[config.mk]
export PLATFORM = sky130hd
export DESIGN_NAME = sc_char_tx
export DESIGN_NICKNAME = d
export VERILOG_FILES = /design/src/rtl/sc_tx_pkg.sv /design/src/rtl/sc_etu_div.sv /design/src/rtl/sc_tx_seq.sv /design/src/rtl/sc_tx_host.sv /design/src/rtl/sc_char_tx.sv
export SDC_FILE = /design/constraint.sdc
export NUM_CORES = 1
export LEC_CHECK = 0
export BUFFER_PORTS_ARGS = -buffer_cell sky130_fd_sc_hd__buf_4
export CORE_MARGIN = 4
export CORE_UTILIZATION = 35
export CTS_CLUSTER_SIZE = 30
export DETAILED_ROUTE_END_ITERATION = 6
export GPL_ROUTABILITY_DRIVEN = 0
export MAX_ROUTING_LAYER = met4
export PLACE_DENSITY = 0.62
export SYNTH_ARGS = -nofsm -noshare
export SYNTH_HDL_FRONTEND = slang
export SYNTH_SLANG_ARGS = --single-unit
[constraint.sdc]
create_clock -name clk -period 2.7 [get_ports clk]
set_input_delay 0 -clock clk [delete_from_list [all_inputs] [get_ports clk]]
set_output_delay 0 -clock clk [all_outputs]
set_load 0.02 [all_outputs]
[src/rtl/sc_tx_pkg.sv]
package sc_tx_pkg;
  typedef enum logic [1:0] {
    ST_IDLE,
    ST_FRAME,
    ST_ERRWAIT
  } seq_state_e;

  // positions counted in half-etu steps from the start edge
  localparam int FRAME_BITS   = 10;
  localparam int HP_GUARD     = 2 * FRAME_BITS;
  localparam int HP_SAMPLE    = HP_GUARD + 1;
  localparam int HP_END_EARLY = 22;
  localparam int HP_END_STD   = 25;
  localparam int GAP_HALVES   = 4;
  localparam int POS_W        = 5;
  localparam int GAP_W        = 3;
endpackage

[src/rtl/sc_etu_div.sv]
module sc_etu_div #(
  parameter int HALF_CYC = 186
) (
  input  logic clk,
  input  logic rst,
  input  logic clr,
  input  logic run,
  output logic tick
);
  localparam int CW = (HALF_CYC > 1) ? $clog2(HALF_CYC) : 1;
  localparam logic [CW-1:0] LAST = CW'(HALF_CYC - 1);

  logic [CW-1:0] cnt;

  assign tick = run && !clr && (cnt == LAST);

  always_ff @(posedge clk) begin
    if (rst || clr || !run) begin
      cnt <= '0;
    end else if (cnt == LAST) begin
      cnt <= '0;
    end else begin
      cnt <= cnt + 1'b1;
    end
  end

  assert_div_range_R3: assert property (@(posedge clk) disable iff (rst)
    cnt <= LAST);
endmodule

[src/rtl/sc_tx_seq.sv]
module sc_tx_seq
  import sc_tx_pkg::*;
#(
  parameter int HALF_CYC = 186
) (
  input  logic       clk,
  input  logic       rst,
  input  logic       en,
  input  logic       start,
  input  logic [7:0] data,
  input  logic       early_end,
  input  logic       line_in,
  output logic       drive_low,
  output logic       done,
  output logic       err
);
  seq_state_e             state;
  logic [POS_W-1:0]       pos;
  logic [POS_W-1:0]       pos_nx;
  logic [GAP_W-1:0]       gap;
  logic [FRAME_BITS-1:0]  frm;
  logic                   tick;
  logic                   div_clr;
  logic                   relaunch;
  logic [POS_W-1:0]       end_pos;
  logic [3:0]             bit_idx;
  logic                   bit_val;

  assign pos_nx   = pos + 1'b1;
  assign end_pos  = early_end ? POS_W'(HP_END_EARLY) : POS_W'(HP_END_STD);
  assign relaunch = (state == ST_ERRWAIT) && line_in && (gap == GAP_W'(GAP_HALVES));
  assign div_clr  = (state == ST_IDLE) || relaunch ||
                    ((state == ST_ERRWAIT) && !line_in);
  assign bit_idx  = pos_nx[4:1];
  assign bit_val  = (bit_idx < 4'(FRAME_BITS)) ? frm[bit_idx] : 1'b1;

  sc_etu_div #(.HALF_CYC(HALF_CYC)) u_div (
    .clk  (clk),
    .rst  (rst),
    .clr  (div_clr),
    .run  (state != ST_IDLE),
    .tick (tick)
  );

  assign done = en && (state == ST_FRAME) && tick && (pos_nx == end_pos);
  assign err  = en && (state == ST_FRAME) && tick &&
                (pos_nx == POS_W'(HP_SAMPLE)) && !line_in;

  always_ff @(posedge clk) begin
    if (rst) begin
      state     <= ST_IDLE;
      pos       <= '0;
      gap       <= '0;
      frm       <= '0;
      drive_low <= 1'b0;
    end else if (!en) begin
      state     <= ST_IDLE;
      pos       <= '0;
      gap       <= '0;
      drive_low <= 1'b0;
    end else begin
      unique case (state)
        ST_IDLE: begin
          if (start) begin
            frm       <= {^data, data, 1'b0};
            pos       <= '0;
            drive_low <= 1'b1;
            state     <= ST_FRAME;
          end
        end
        ST_FRAME: begin
          if (tick) begin
            pos <= pos_nx;
            if (pos_nx < POS_W'(HP_GUARD)) begin
              drive_low <= ~bit_val;
            end else begin
              drive_low <= 1'b0;
            end
            if (err) begin
              gap   <= '0;
              state <= ST_ERRWAIT;
            end else if (done) begin
              state <= ST_IDLE;
            end
          end
        end
        ST_ERRWAIT: begin
          if (!line_in) begin
            gap <= '0;
          end else if (relaunch) begin
            pos       <= '0;
            gap       <= '0;
            drive_low <= 1'b1;
            state     <= ST_FRAME;
          end else if (tick) begin
            gap <= gap + 1'b1;
          end
        end
        default: state <= ST_IDLE;
      endcase
    end
  end

  assert_guard_release_R4: assert property (@(posedge clk) disable iff (rst)
    (state == ST_FRAME && pos >= POS_W'(HP_GUARD)) |-> !drive_low);

  assert_errwait_release_R5: assert property (@(posedge clk) disable iff (rst)
    (state == ST_ERRWAIT) |-> !drive_low);

  assert_start_bit_low_R3: assert property (@(posedge clk) disable iff (rst)
    (state == ST_FRAME && pos == '0) |-> drive_low);

  assert_done_exclusive_R6: assert property (@(posedge clk) disable iff (rst)
    !(done && err));
endmodule

[src/rtl/sc_tx_host.sv]
module sc_tx_host (
  input  logic       clk,
  input  logic       rst,
  input  logic       en,
  input  logic       wr,
  input  logic [7:0] wr_byte,
  input  logic       err_clr,
  input  logic       tie,
  input  logic       rie,
  input  logic       done,
  input  logic       err,
  output logic [7:0] data_q,
  output logic       start_q,
  output logic       empty_q,
  output logic       end_q,
  output logic       err_q,
  output logic       irq_end_q,
  output logic       irq_err_q
);
  logic accept;

  assign accept = wr && en && end_q && !err_q;

  always_ff @(posedge clk) begin
    if (rst) begin
      data_q    <= '0;
      start_q   <= 1'b0;
      empty_q   <= 1'b1;
      end_q     <= 1'b1;
      err_q     <= 1'b0;
      irq_end_q <= 1'b0;
      irq_err_q <= 1'b0;
    end else begin
      start_q <= accept;
      if (accept) begin
        data_q  <= wr_byte;
        empty_q <= 1'b0;
        end_q   <= 1'b0;
      end else if (done || !en) begin
        empty_q <= 1'b1;
        end_q   <= 1'b1;
      end
      if (err) begin
        err_q <= 1'b1;
      end else if (err_clr) begin
        err_q <= 1'b0;
      end
      irq_end_q <= tie && end_q;
      irq_err_q <= rie && err_q;
    end
  end

  assert_load_clears_R2: assert property (@(posedge clk) disable iff (rst)
    accept |=> (!end_q && !empty_q && start_q));

  assert_ignored_write_R8: assert property (@(posedge clk) disable iff (rst)
    (wr && (err_q || !end_q)) |=> $stable(data_q));

  assert_err_sticky_R9: assert property (@(posedge clk) disable iff (rst)
    (err_q && !err_clr) |=> err_q);

  assert_irq_gate_R7: assert property (@(posedge clk) disable iff (rst)
    irq_end_q |-> $past(tie));
endmodule

[src/rtl/sc_char_tx.sv]
module sc_char_tx #(
  parameter int ETU_CYCLES = 372
) (
  input  logic       clk,
  input  logic       rst,
  input  logic       tx_en,
  input  logic       etu_mode,
  input  logic       wr_stb,
  input  logic [7:0] wr_data,
  input  logic       err_clr,
  input  logic       tie,
  input  logic       rie,
  input  logic       line_in,
  output logic       line_drive_low,
  output logic       tx_empty,
  output logic       tx_end,
  output logic       tx_err,
  output logic       irq_tx_empty,
  output logic       irq_tx_err
);
  localparam int HALF_CYC = ETU_CYCLES / 2;

  logic [7:0] data_q;
  logic       start_q;
  logic       done;
  logic       err;

  sc_tx_host u_host (
    .clk       (clk),
    .rst       (rst),
    .en        (tx_en),
    .wr        (wr_stb),
    .wr_byte   (wr_data),
    .err_clr   (err_clr),
    .tie       (tie),
    .rie       (rie),
    .done      (done),
    .err       (err),
    .data_q    (data_q),
    .start_q   (start_q),
    .empty_q   (tx_empty),
    .end_q     (tx_end),
    .err_q     (tx_err),
    .irq_end_q (irq_tx_empty),
    .irq_err_q (irq_tx_err)
  );

  sc_tx_seq #(.HALF_CYC(HALF_CYC)) u_seq (
    .clk       (clk),
    .rst       (rst),
    .en        (tx_en),
    .start     (start_q),
    .data      (data_q),
    .early_end (etu_mode),
    .line_in   (line_in),
    .drive_low (line_drive_low),
    .done      (done),
    .err       (err)
  );

  assert_disable_release_R10: assert property (@(posedge clk) disable iff (rst)
    !tx_en |=> (!line_drive_low && tx_end));
endmodule

Word level (Yosys, flattened, before mapping)
Cells that the tools add are included.

storage, ports and cells
  register bits = 41
  bits of input ports = 17
  output and inout bits = 6
  word-level logic and storage cells = 103

cells by class
  add/subtract/negate cells = 3
  order comparisons = 3
  equality and inequality tests = 13
  muxes and demuxes = 32
  bitwise operators = 2
  reductions and logical operators = 38

operator list
  operator               number
  $mux W5                4
  $logic_and A1 B1 Y1    15
  $mux W3                5
  $pmux W5 S3            1
  $mux W2                6
  $mux W1                11
  $reduce_and A5 Y1      2
  $add A8 B1 Y8 const B  1
  $eq A8 B8 Y1 const B   1
  $reduce_bool A2 Y1     4
  $reduce_xor A8 Y1      1
  $ne A2 B2 Y1 const B   3
  $pmux W2 S3            1
  $pmux W3 S2            1
  $add A5 B1 Y5 const B  1
  $eq A5 B5 Y1           1
  $eq A5 B5 Y1 const B   1
  $logic_not A1 Y1       5
  $logic_or A1 B1 Y1     5
  $lt A4 B5 Y1 const B   1
  $lt A5 B5 Y1 const B   1
  $bmux W1 S4            1
  $lt A4 B4 Y1 const B   1
  $mux W4                1
  14 further kinds       17

Longest topological paths before layout
Gate-level depths: netlist of run 1.

  depth in word-level cells = 14
  depth in mapped cells = 8
  mapped depth without buffers = 7

Hierarchy
A second synthesis of run 1 with hierarchy kept.

unflattened totals
  cells, all modules = 246
  area total of the unflattened synthesis = 2133.3 um^2

modules (own cells, without submodules)
  module      times used  cells each  area an instance (um^2)
  sc_tx_seq   1           154         1239.9
  sc_tx_host  1           52          531.8
  sc_etu_div  1           40          361.6

Least setup slack after synthesis of run 1
No wires, ideal clock.

  path kind = reg2reg
  from = register u_seq.pos[1]
  to = register u_seq.state[0]
  arrival time = 1.630 ns
  required time = 2.565 ns
  path slack = 0.934 ns
  stages on the path, launching flop included = 8
  path through = dfxtp_1 -> ha_1 -> buf_2 -> nand3_1 -> xor2_1 -> or3_1 -> a31oi_1 -> a211oi_1

between the ends
  cells in the longest elaborated chain, start to end = 7
  elaborated cells on any way between the ends = 11
  classes of those cells = 1 x add/sub; 3 x eq/ne; 3 x mux; 4 x reduce/logical

ends and longest elaborated chain
  element                 line             RTL
  start, declared         sc_tx_seq.sv:18  logic [POS_W-1:0] pos;
  start signal, assigned  sc_tx_seq.sv:73  pos <= pos_nx;
  $add A5 B1 Y5 *         sc_tx_seq.sv:29  assign pos_nx = pos + 1'b1;
  $eq A5 B5 Y1            sc_tx_seq.sv:47  (pos_nx == POS_W'(HP_SAMPLE)) && !line_in;
  $logic_and A1 B1 Y1     sc_tx_seq.sv:46  assign err = en && (state == ST_FRAME) && tick &&
  $logic_and A1 B1 Y1     sc_tx_seq.sv:47
  $mux W2                 sc_tx_seq.sv:79  if (err) begin
  $mux W2                 sc_tx_seq.sv:72  if (tick) begin
  $pmux W2 S3             sc_tx_seq.sv:62  unique case (state)
  end signal, assigned    sc_tx_seq.sv:51  state <= ST_IDLE;
  end signal, assigned    sc_tx_seq.sv:81  state <= ST_ERRWAIT;
  end signal, assigned    sc_tx_seq.sv:83  state <= ST_IDLE;
  end, declared           sc_tx_seq.sv:17  seq_state_e state;

Every way passes the cells marked *; elsewhere a longest branch is shown, timed or not. The select of a mux whose other input is x is not followed.
A chain may end at the register's enable or synchronous reset.

Final worst setup path of run 1
  from = register u_seq.pos[0]
  to = register u_seq.drive_low

between the ends
  cells in the longest elaborated chain, start to end = 8
  elaborated cells on any way between the ends = 10
  classes of those cells = 1 x add/sub; 2 x order compare; 6 x mux; 1 x bitwise

ends and longest elaborated chain
  element                        line             RTL
  $add A5 B1 Y5 *                sc_tx_seq.sv:29
  $bmux W1 S4                    sc_tx_seq.sv:35  assign bit_val = (bit_idx < 4'(FRAME_BITS)) ? frm[bit_idx] : 1'b1;
  $mux W1 (implied by the code)  sc_tx_seq.sv:35
  $mux W1                        sc_tx_seq.sv:35
  $not A1 Y1                     sc_tx_seq.sv:75  drive_low <= ~bit_val;
  $mux W1 *                      sc_tx_seq.sv:74  if (pos_nx < POS_W'(HP_GUARD)) begin
  $mux W1 *                      sc_tx_seq.sv:72
  $pmux W1 S3 *                  sc_tx_seq.sv:62
  end signal, assigned           sc_tx_seq.sv:75
  end, declared                  sc_tx_seq.sv:13  output logic drive_low,

Marked as above.

==> impl_metrics.ini, run 1 <==
[yosys]
synth_edf_count = 0
yosysWarnings = 0
synthesis.nets = 274
synth_simple_gate_area_share_pct = 27.0
netlist.area_leader.share_pct = 39.2
ys_async_sr_fraction_pct = 0
synth_cell_type_count = 49
yosysTopAreaCell = dfxtp_1
synth_top_family_by_area = simple AND/OR/NAND/NOR gates
synth_area_um2 = 2100
synth_compound_area_share_pct = 15.8
synth_ff_type = dfxtp_1
synth_seq_cells = 41
synth_common_cells = 42 x nand2_1, 41 x dfxtp_1, 30 x a21oi_1, 17 x nor2_1, 13 x nand3_1
syn_area_per_cell_um2 = 8.35
muxShareOfSynthArea_pct = 2.39
syn-instance-count = 251
yosys.area_share.xor_xnor_pct = 7.46
synth_fa_ha_area_share_pct = 3.58
synth_area_leaders = dfxtp_1 39%, nand2_1 7.5%, a21oi_1 7.2%, xnor2_1 4.2%, ha_1 3.6%
yosysMostFrequentCell = nand2_1
synth-seq-area-share_pct = 39.2

[grt]
grt_first_pass_wirelength_mm = 8.14
grt_overflow = 0
grt_max_degree = 23
track_usage_pct = 14.0
antenna_found_initial = 0
grt_pass1_vias = 1707

[placed_design]
port_buffers = 22
dp_hpwl_mm = 3.24

[clocking]
cts_inserted_buffers = 5
cts_buffer_depth = 2
path_clk_slew_ns = 0.07
cts_tree = built
cts_setup_buffers = 0
htreeDepth = 2
clock_latency_ns = 0.28
cts-root-buf = clkbuf_8
cts_resized = 0
clock-sinks = 41

[sta]
final.min_clock_period_ns = 2.09
setup_viol_count_final = 0
tns_ns = 0
final_max_slew_viol_count = 0
post-route-period-util_pct = 77.4
slew-limit-headroom_pct = 57.7
hold_viol = 0
worst_pin_slew_ns = 0.629
rsz0062_at_grt = false
fin_skew_ns = 0.00584
clock.fmax_mhz = 478

[power]
p_leak_nw = 0.891
pwr_density_cell_nw_per_um2 = 434
pwr-share-clk_pct = 33.2
ir_worst_vdd_v = 0.000239
p_sw_share_pct = 22.5
power.total_mw = 1.08
sequentialPowerShare_pct = 57.9
intPower_mw = 0.835
comb_power_share_pct = 8.9
netSwitchingPower_mw = 0.243

[hold_path]
hp-class = input port to flop

[critical_path]
cpLargestDelayFamily = flip-flops
cp_slowest_cell = dfxtp_1
crit_type = flop to flop
endpoint_kind = flop
cp_num_buf_inv = 0
startpoint_type = flop
worstPathMaxFanout = 10
crit_top_cell = mux2i_1
crit_chain = ha_1 -> xor2_1 -> mux2i_1 -> mux2i_1 -> a211oi_1 -> o2111a_1
cp_data_required_time_ns = 2.93
worstPathArrival_ns = 2.32
critPathMaxStageDelay_ns = 0.52

[floorplanning]
ios = 23
rows = 27
die-area_um2 = 7290
die_x_um = 85.4
fp.dieH_um = 85.4
core_um2 = 5640
initial_core_util_pct = 37.1

[run_status]
status = finished, final reports clean

[routing]
drc = 0
wire_per_inst_um = 12.9
antenna_left = 0
drt-vias-per-instance = 5.03
finalWirelength_mm = 4.53
dr_total_vias = 1772
drt_iter0_drc = 126
firstDrtPassIters = 4

[final_layout]
regArea_um2 = 821
nFillCells = 571
multi_input_area_um2 = 1180
insertedDiodeCount = 0
nets = 304
area_growth_pct = 18.6
drive_gt1_share_pct = 14.3

[job]
cap_violations = 0
layout make-up:
type,instances,share of cell area (%)
tap,72,3.63
inverter,10,1.51
multi-input combinational,189,47.4
clock inverter,1,0.201
timing repair buffer,34,11.5
sequential,41,33.0
clock buffer,5,2.77
metrics by stage:
step	cell area (um2)	cells	utilization [%]	setup slack, ns	hold WS [ns]
2_1_floorplan	2100	251	-	0.934	0.136
3_3_place_gp	2290	334	40.6	0.730	0.242
3_5_place_dp	2290	334	40.6	0.665	0.245
4_1_cts	2480	352	44.0	0.625	0.0536
5_1_grt	2480	352	44.0	0.444	0.0690
6_report	2480	352	44.0	0.610	0.0595
cell families (layout without fill, tap and decap cells):
logic type / Yosys count / after routing
and+or+nand+nor: 108 / 108
muxes: 5 / 5
xor gates and xnor gates: 17 / 17
buffers and inverters: 21 / 50
AOI/OAI and AO/OA: 53 / 53
adders and majority gates: 6 / 6
DFF: 41 / 41
placed cells by master (no fill, tap or decap), types with 2 or more instances in the layout:
| master | instances |
|---|---|
| nand3b_1 | 2 |
| inv_1 | 10 |
| xnor2_1 | 10 |
| and3_1 | 5 |
| nand2b_1 | 6 |
| clkbuf_8 | 5 |
| nor2b_1 | 2 |
| o21ai_0 | 5 |
| nand3_1 | 13 |
| buf_4 | 22 |
| a211oi_1 | 4 |
| mux2i_1 | 5 |
| nor2_1 | 17 |
| or2_2 | 2 |
| nand4b_1 | 2 |
| a31oi_1 | 2 |
| or3_1 | 4 |
| dlygate4sd3_1 | 12 |
| a21oi_1 | 30 |
| dfxtp_1 | 41 |
| nor3_2 | 2 |
| xor2_1 | 6 |
| nand2_1 | 42 |
| ha_1 | 6 |
power by group through the flow:
stage	registers (mW)	logic, mW	clock network [mW]
2_1_floorplan	0.638	0.0487	0
3_3_place_gp	0.638	0.0815	0
3_5_place_dp	0.638	0.0824	0
4_1_cts	0.624	0.0964	0.375
5_1_grt	0.625	0.107	0.398
6_report	0.624	0.0963	0.358
per-layer routing:
metal  track usage (%)  wire [um]
met5                 -          0
met4              3.88         62
met3              2.82        129
met2              20.7       2040
met1              19.4       2300
state kept, by name, indices dropped and copies added, names as in the netlist:
name and count:
u_host.irq_end_q 1, u_seq.gap 3, u_host.data_q 8, u_host.start_q 1, u_host.irq_err_q 1, u_host.empty_q 1, u_seq.u_div.cnt 8, u_seq.frm 9
u_seq.state 2, u_seq.pos 5, u_seq.drive_low 1, u_host.err_q 1
timing repair:
item,in CTS,in global routing
hold endpoints to repair,12,0
hold buffers,12,0
setup endpoints to repair,0,0
worst register-to-register path, stage by stage (launching register included):
cell and delay (ns):
dfxtp_1 0.52, ha_1 0.38, xor2_1 0.34, mux2i_1 0.23
mux2i_1 0.09, a211oi_1 0.29, o2111a_1 0.20
worst paths after layout:
path | from | depth (start not counted) | end | slack (ns)
worst max-delay path | u_seq.pos[0] | 6 | u_seq.drive_low | 0.61
worst min-delay path | rst | 2 | u_host.err_q | 0.06
worst max register to register | u_seq.pos[0] | 6 | u_seq.drive_low | 0.61
worst min register to register | u_seq.frm[8] | 2 | u_seq.frm[8] | 0.46
Note: power is estimated with default switching activity, not from simulation.
==> run 2: changes to the inputs <==
==> constraint.sdc (replaced) <==
create_clock -name clk -period 1.95 [get_ports clk]
set_input_delay 0 -clock clk [delete_from_list [all_inputs] [get_ports clk]]
set_output_delay 0 -clock clk [all_outputs]
set_load 0.02 [all_outputs]
==> run 2 against run 1 <==
  * Non-clock buffer count increased by 8
  * Highest routed layer unchanged
  * Register-to-register slack got worse by 0.48 ns
  * Sequential share of layout area shrank 1.0 points
  * Cell area increased by 3.3%
  * Fmax is 15% higher
  * First-iteration DRC count down 29%
  * Sequential power is 38% higher
==> impl_metrics.ini, run 2 (synthesis gave the netlist of run 1 again) <==
[run_status]
status = finished, final reports clean

[sta]
fin_skew_ns = 0.0106
final_max_slew_viol_count = 0
hold_viol = 0
final.min_clock_period_ns = 1.82
whs_ns = 0.0504
clock.fmax_mhz = 548
tns_ns = 0
rsz0062_at_grt = true
setup_ws_ns = 0.127
post-route-period-util_pct = 93.5
setup_viol_count_final = 0
worst_pin_slew_ns = 0.584
slew-limit-headroom_pct = 60.9

[placed_design]
dp_hpwl_mm = 3.29
port_buffers = 22
place_ws_ns = 0.122

[clocking]
path_clk_slew_ns = 0.08
htreeDepth = 2
cts_setup_buffers = 0
clock_latency_ns = 0.29
cts_inserted_buffers = 5
cts_tree = built
clock-sinks = 41
cts-root-buf = clkbuf_8
cts_buffer_depth = 2

[critical_path]
worstPathMaxFanout = 5
r2r_start = u_seq.pos[0]
reg2reg_depth = 7
r2r_end = u_seq.state[0]
startpoint = u_seq.pos[0]
rrSetupSlack_ns = 0.13
cp_data_required_time_ns = 2.11
startpoint_type = flop
crit_type = flop to flop
endpoint_kind = flop
worstPathArrival_ns = 1.98

[floorplanning]
ios = 23
die-area_um2 = 7290
core_um2 = 5640
die_x_um = 85.4
initial_core_util_pct = 37.1
rows = 27
fp.dieH_um = 85.4

[routing]
drt-vias-per-instance = 4.91
drt_iter0_drc = 89
firstDrtPassIters = 4
dr_total_vias = 1777
wire_per_inst_um = 12.4
drc = 0
finalWirelength_mm = 4.48
antenna_left = 0

[final_layout]
nFillCells = 562
drive_gt1_share_pct = 17.9
final_cell_mix = 42 x nand2_1, 41 x dfxtp_1, 30 x buf_4, 29 x a21oi_1, 17 x nor2_1
nets = 312
final_common_cell = nand2_1
largest_reg_flops = 9
fin_util_pct = 45.5
largest_register = u_seq.frm
area_growth_pct = 22.4
reg_top3 = u_seq.frm x9, u_host.data_q x8, u_seq.u_div.cnt x8
insertedDiodeCount = 0

[hold_path]
whs_path_depth = 2
hp-class = input port to flop
hold_path_startpoint = rst
hold_end = u_host.start_q

[power]
pwr_density_cell_nw_per_um2 = 596
ir_worst_vdd_v = 0.000394
p_leak_nw = 0.936
power.total_mw = 1.53

[grt]
top_usage_layer = met1
grt_use_met3_pct = 2.72
grt_first_pass_wirelength_mm = 7.80
grt_overflow = 0
antenna_found_initial = 0
use_met1_pct = 19.3
track_usage_pct = 13.4
grt_pass1_vias = 1668
grt_use_met2_pct = 18.9
grt_max_degree = 23

[job]
cap_violations = 0
==> run 2: through the flow <==
| step | area [um2] | std cells |
|---|---|---|
| final | 2570 | 362 |
| after global routing | 2570 | 362 |
| after CTS | 2550 | 362 |
| after detailed placement | 2350 | 342 |
| after global placement | 2350 | 342 |
| after floorplan | 2100 | 251 |
==> run 2: layer usage <==
metal	wire length (um)	vias to the layer above
met2	1930	22
met5	0	-
met4	50	0
met3	137	4
met1	2360	813
li1	-	938
==> run 2: repair_timing <==
item / 4_1_cts / 5_1_grt
setup endpoints to repair: 0 / 5
hold buffers: 12 / 0
hold endpoints to repair: 12 / 0
resized for setup: 0 / 3
==> run 2: worst max-delay path by stage <==
stage | slack [ns] | end | cells past startpoint
2_1_floorplan | 0.18 | u_seq.state[0] | 7
3_3_place_gp | 0.15 | u_host.empty_q | 6
3_5_place_dp | 0.12 | u_seq.drive_low | 6
4_1_cts | 0.09 | u_seq.drive_low | 6
5_1_grt | -0.004 | u_seq.drive_low | 6
6_report | 0.13 | u_seq.state[0] | 7
==> run 2: layout make-up <==
cell class / instances / area [um2] / share of cell area (%)
multi-input cells: 189 / 1190 / 46.4
clock buffers: 6 / 72.6 / 2.83
repair buffers: 42 / 345 / 13.5
clock inverters: 2 / 10.0 / 0.390
inverters: 10 / 37.5 / 1.46
well taps: 72 / 90.1 / 3.51
flip-flops and latches: 41 / 821 / 32.0
==> run 2: where the power goes <==
| group | switching (mW) | internal, mW |
|---|---|---|
| logic | 0.0645 | 0.0719 |
| clock network | 0.283 | 0.248 |
| registers | 0.0128 | 0.851 |
| total | 0.360 | 1.17 |
==> run 2: critical path: stages, from the launching register on <==
cell and delay, ns:
dfxtp_1 0.41, inv_1 0.09, ha_1 0.38, nor2_1 0.13, nand3_1 0.07, or3_1 0.35
a31oi_1 0.19, a211oi_1 0.07
==> run 3: changes to the inputs <==
--- a/config.mk
+++ b/config.mk
@@ -6,13 +6,15 @@
 export NUM_CORES = 1
 export LEC_CHECK = 0
 export BUFFER_PORTS_ARGS = -buffer_cell sky130_fd_sc_hd__buf_4
+export CELL_PAD_IN_SITES_DETAIL_PLACEMENT = 1
+export CELL_PAD_IN_SITES_GLOBAL_PLACEMENT = 1
 export CORE_MARGIN = 4
 export CORE_UTILIZATION = 35
 export CTS_CLUSTER_SIZE = 30
 export DETAILED_ROUTE_END_ITERATION = 6
 export GPL_ROUTABILITY_DRIVEN = 0
 export MAX_ROUTING_LAYER = met4
-export PLACE_DENSITY = 0.62
+export PLACE_DENSITY = 0.76
 export SYNTH_ARGS = -nofsm -noshare
 export SYNTH_HDL_FRONTEND = slang
 export SYNTH_SLANG_ARGS = --single-unit
==> run 3 against run 2 <==
  * Global-route usage increased by 3.6 points
  * Critical path depth decreased by 1
  * First-iteration DRC count decreased by 6.7%
  * Sequential share of layout area decreased by 0.23 points
  * Utilization increased by 0.47 points
  * Wire length increased by 26%
  * Non-clock buffer count increased by 2
  * Clock skew decreased by 0.0016 ns
  * Via count increased by 8.0%
  * Largest power group unchanged
  * Total power increased by 4.1%
  * Fmax increased by 2.0%
==> impl_metrics.ini, run 3 (synthesis gave the netlist of run 1 again) <==
[run_status]
status = finished, final reports clean

[critical_path]
r2r_start = u_seq.pos[0]
cp_slowest_cell = or3_1
startpoint_type = flop
critPathMaxStageDelay_ns = 0.41
crit_chain = ha_2 -> nand3_1 -> xor2_1 -> or3_1 -> a31oi_1 -> a211oi_1
cp_data_required_time_ns = 2.11
cp_num_buf_inv = 0
worstPathArrival_ns = 1.94
r2r_end = u_seq.state[0]
rrSetupSlack_ns = 0.16
reg2reg_depth = 6
worstPathMaxFanout = 5
cp.depth = 6
endpoint_kind = flop
cpLargestDelayFamily = simple AND/OR/NAND/NOR gates
startpoint = u_seq.pos[0]
crit_end = u_seq.state[0]
crit_type = flop to flop

[power]
p_sw_share_pct = 24.5
pwr_density_cell_nw_per_um2 = 614
intPower_mw = 1.20
sequentialPowerShare_pct = 54.2
comb_power_share_pct = 9.1
netSwitchingPower_mw = 0.390
pwr-share-clk_pct = 36.7
ir_worst_vdd_v = 0.000409
p_leak_nw = 0.947

[grt]
top_usage_layer = met2
antenna_found_initial = 0
grt_pass1_vias = 2050
grt_overflow = 0
grt_max_degree = 23
track_usage_pct = 17.1
use_met1_pct = 21.1
grt_use_met2_pct = 27.3
grt_first_pass_wirelength_mm = 9.69
grt_use_met3_pct = 3.69

[floorplanning]
core_um2 = 5640
initial_core_util_pct = 37.1
die_x_um = 85.4
ios = 23
die-area_um2 = 7290
fp.dieH_um = 85.4
rows = 27

[sta]
rsz0062_at_grt = false
setup_viol_count_final = 0
post-route-period-util_pct = 91.7
final.min_clock_period_ns = 1.79
slew-limit-headroom_pct = 69.1
hold_viol = 0
clock.fmax_mhz = 559
whs_ns = 0.0426
final_max_slew_viol_count = 0
tns_ns = 0
worst_pin_slew_ns = 0.462
fin_skew_ns = 0.00905

[final_layout]
regArea_um2 = 823
final_common_cell = nand2_1
nets = 314
fin_util_pct = 46.0
largest_register = u_seq.frm
area_growth_pct = 23.7
multi_input_area_um2 = 1190
insertedDiodeCount = 0
drive_gt1_share_pct = 18.6
largest_reg_flops = 9
reg_top3 = u_seq.frm x9, u_host.data_q x8, u_seq.u_div.cnt x8
final_cell_mix = 42 x nand2_1, 39 x dfxtp_1, 32 x buf_4, 30 x a21oi_1, 17 x nor2_1
final_cell_count_no_fill = 363
postLayoutCellArea_um2 = 2590
nFillCells = 666

[placed_design]
dp_cells = 344
placed_area_um2 = 2370
dp_hpwl_mm = 3.98
port_buffers = 22

[clocking]
cts_inserted_buffers = 5
cts_tree = built
clock-sinks = 41
cts_buffer_depth = 2
htreeDepth = 2
path_clk_slew_ns = 0.08
cts_setup_buffers = 0
cts-root-buf = clkbuf_8
clock_latency_ns = 0.30

[routing]
drt-vias-per-instance = 5.29
wire_per_inst_um = 15.6
antenna_left = 0
finalWirelength_mm = 5.65
firstDrtPassIters = 4
dr_total_vias = 1920
drt_iter0_drc = 83
drc = 0

[job]
cap_violations = 0

[hold_path]
hp-class = input port to flop
hold_path_startpoint = rst
run 3: changes by cell type in the layout (fill, tap and decap cells not counted):
| cell | change |
|---|---|
| dfxtp_1 | -2 |
| a21oi_1 | +1 |
| clkinv_2 | -2 |
| buf_4 | +2 |
| nor4_2 | -1 |
| dfxtp_2 | +2 |
| o32ai_2 | -1 |
| clkbuf_8 | +1 |
| o32ai_4 | +1 |
| nor4_1 | +1 |
| clkinvlp_4 | +1 |
| a21oi_2 | -1 |
| clkbuf_1 | -1 |
run 3: power groups by stage:
stage	registers [mW]	clock network (mW)	logic, mW
floorplan	0.883	0	0.0674
detailed placement	0.883	0	0.122
global placement	0.882	0	0.118
finish	0.864	0.585	0.144
CTS	0.864	0.606	0.144
global route	0.866	0.644	0.160
run 3: how the worst min path moves through the flow:
stage          slack (ns)                to  depth (start not counted)
4_1_cts              0.04      u_seq.frm[2]                          2
6_report             0.04    u_host.start_q                          2
3_3_place_gp         0.24  u_host.irq_end_q                          2
2_1_floorplan        0.14  u_host.data_q[0]                          2
3_5_place_dp         0.25  u_host.irq_err_q                          2
5_1_grt              0.05    u_host.start_q                          2
run 3: layout make-up:
| cell class | instances | share of cell area (%) |
|---|---|---|
| multi-input cells | 189 | 45.9 |
| flip-flops and latches | 41 | 31.8 |
| repair buffers | 44 | 13.9 |
| well taps | 72 | 3.47 |
| clock buffers | 6 | 3.19 |
| inverters | 10 | 1.45 |
| clock inverters | 1 | 0.290 |
run 3: routing by layer:
layer  share of wire, %  wire [um]
met1                 48       2730
met2                 47       2650
met3                2.8        159
met4                2.0        115
met5                  0          0
run 3: repair_timing:
action                                  CTS  global route
hold buffers                             12             0
hold endpoints to repair                 12             0
resized for setup                         0             4
endpoints found under the setup margin    0             5
run 3: through the flow:
stage	setup slack (ns)	total power, mW
3_3_place_gp	0.214	1.00
5_1_grt	0.0140	1.67
2_1_floorplan	0.184	0.950
4_1_cts	0.0693	1.61
3_5_place_dp	0.0733	1.01
6_report	0.162	1.59
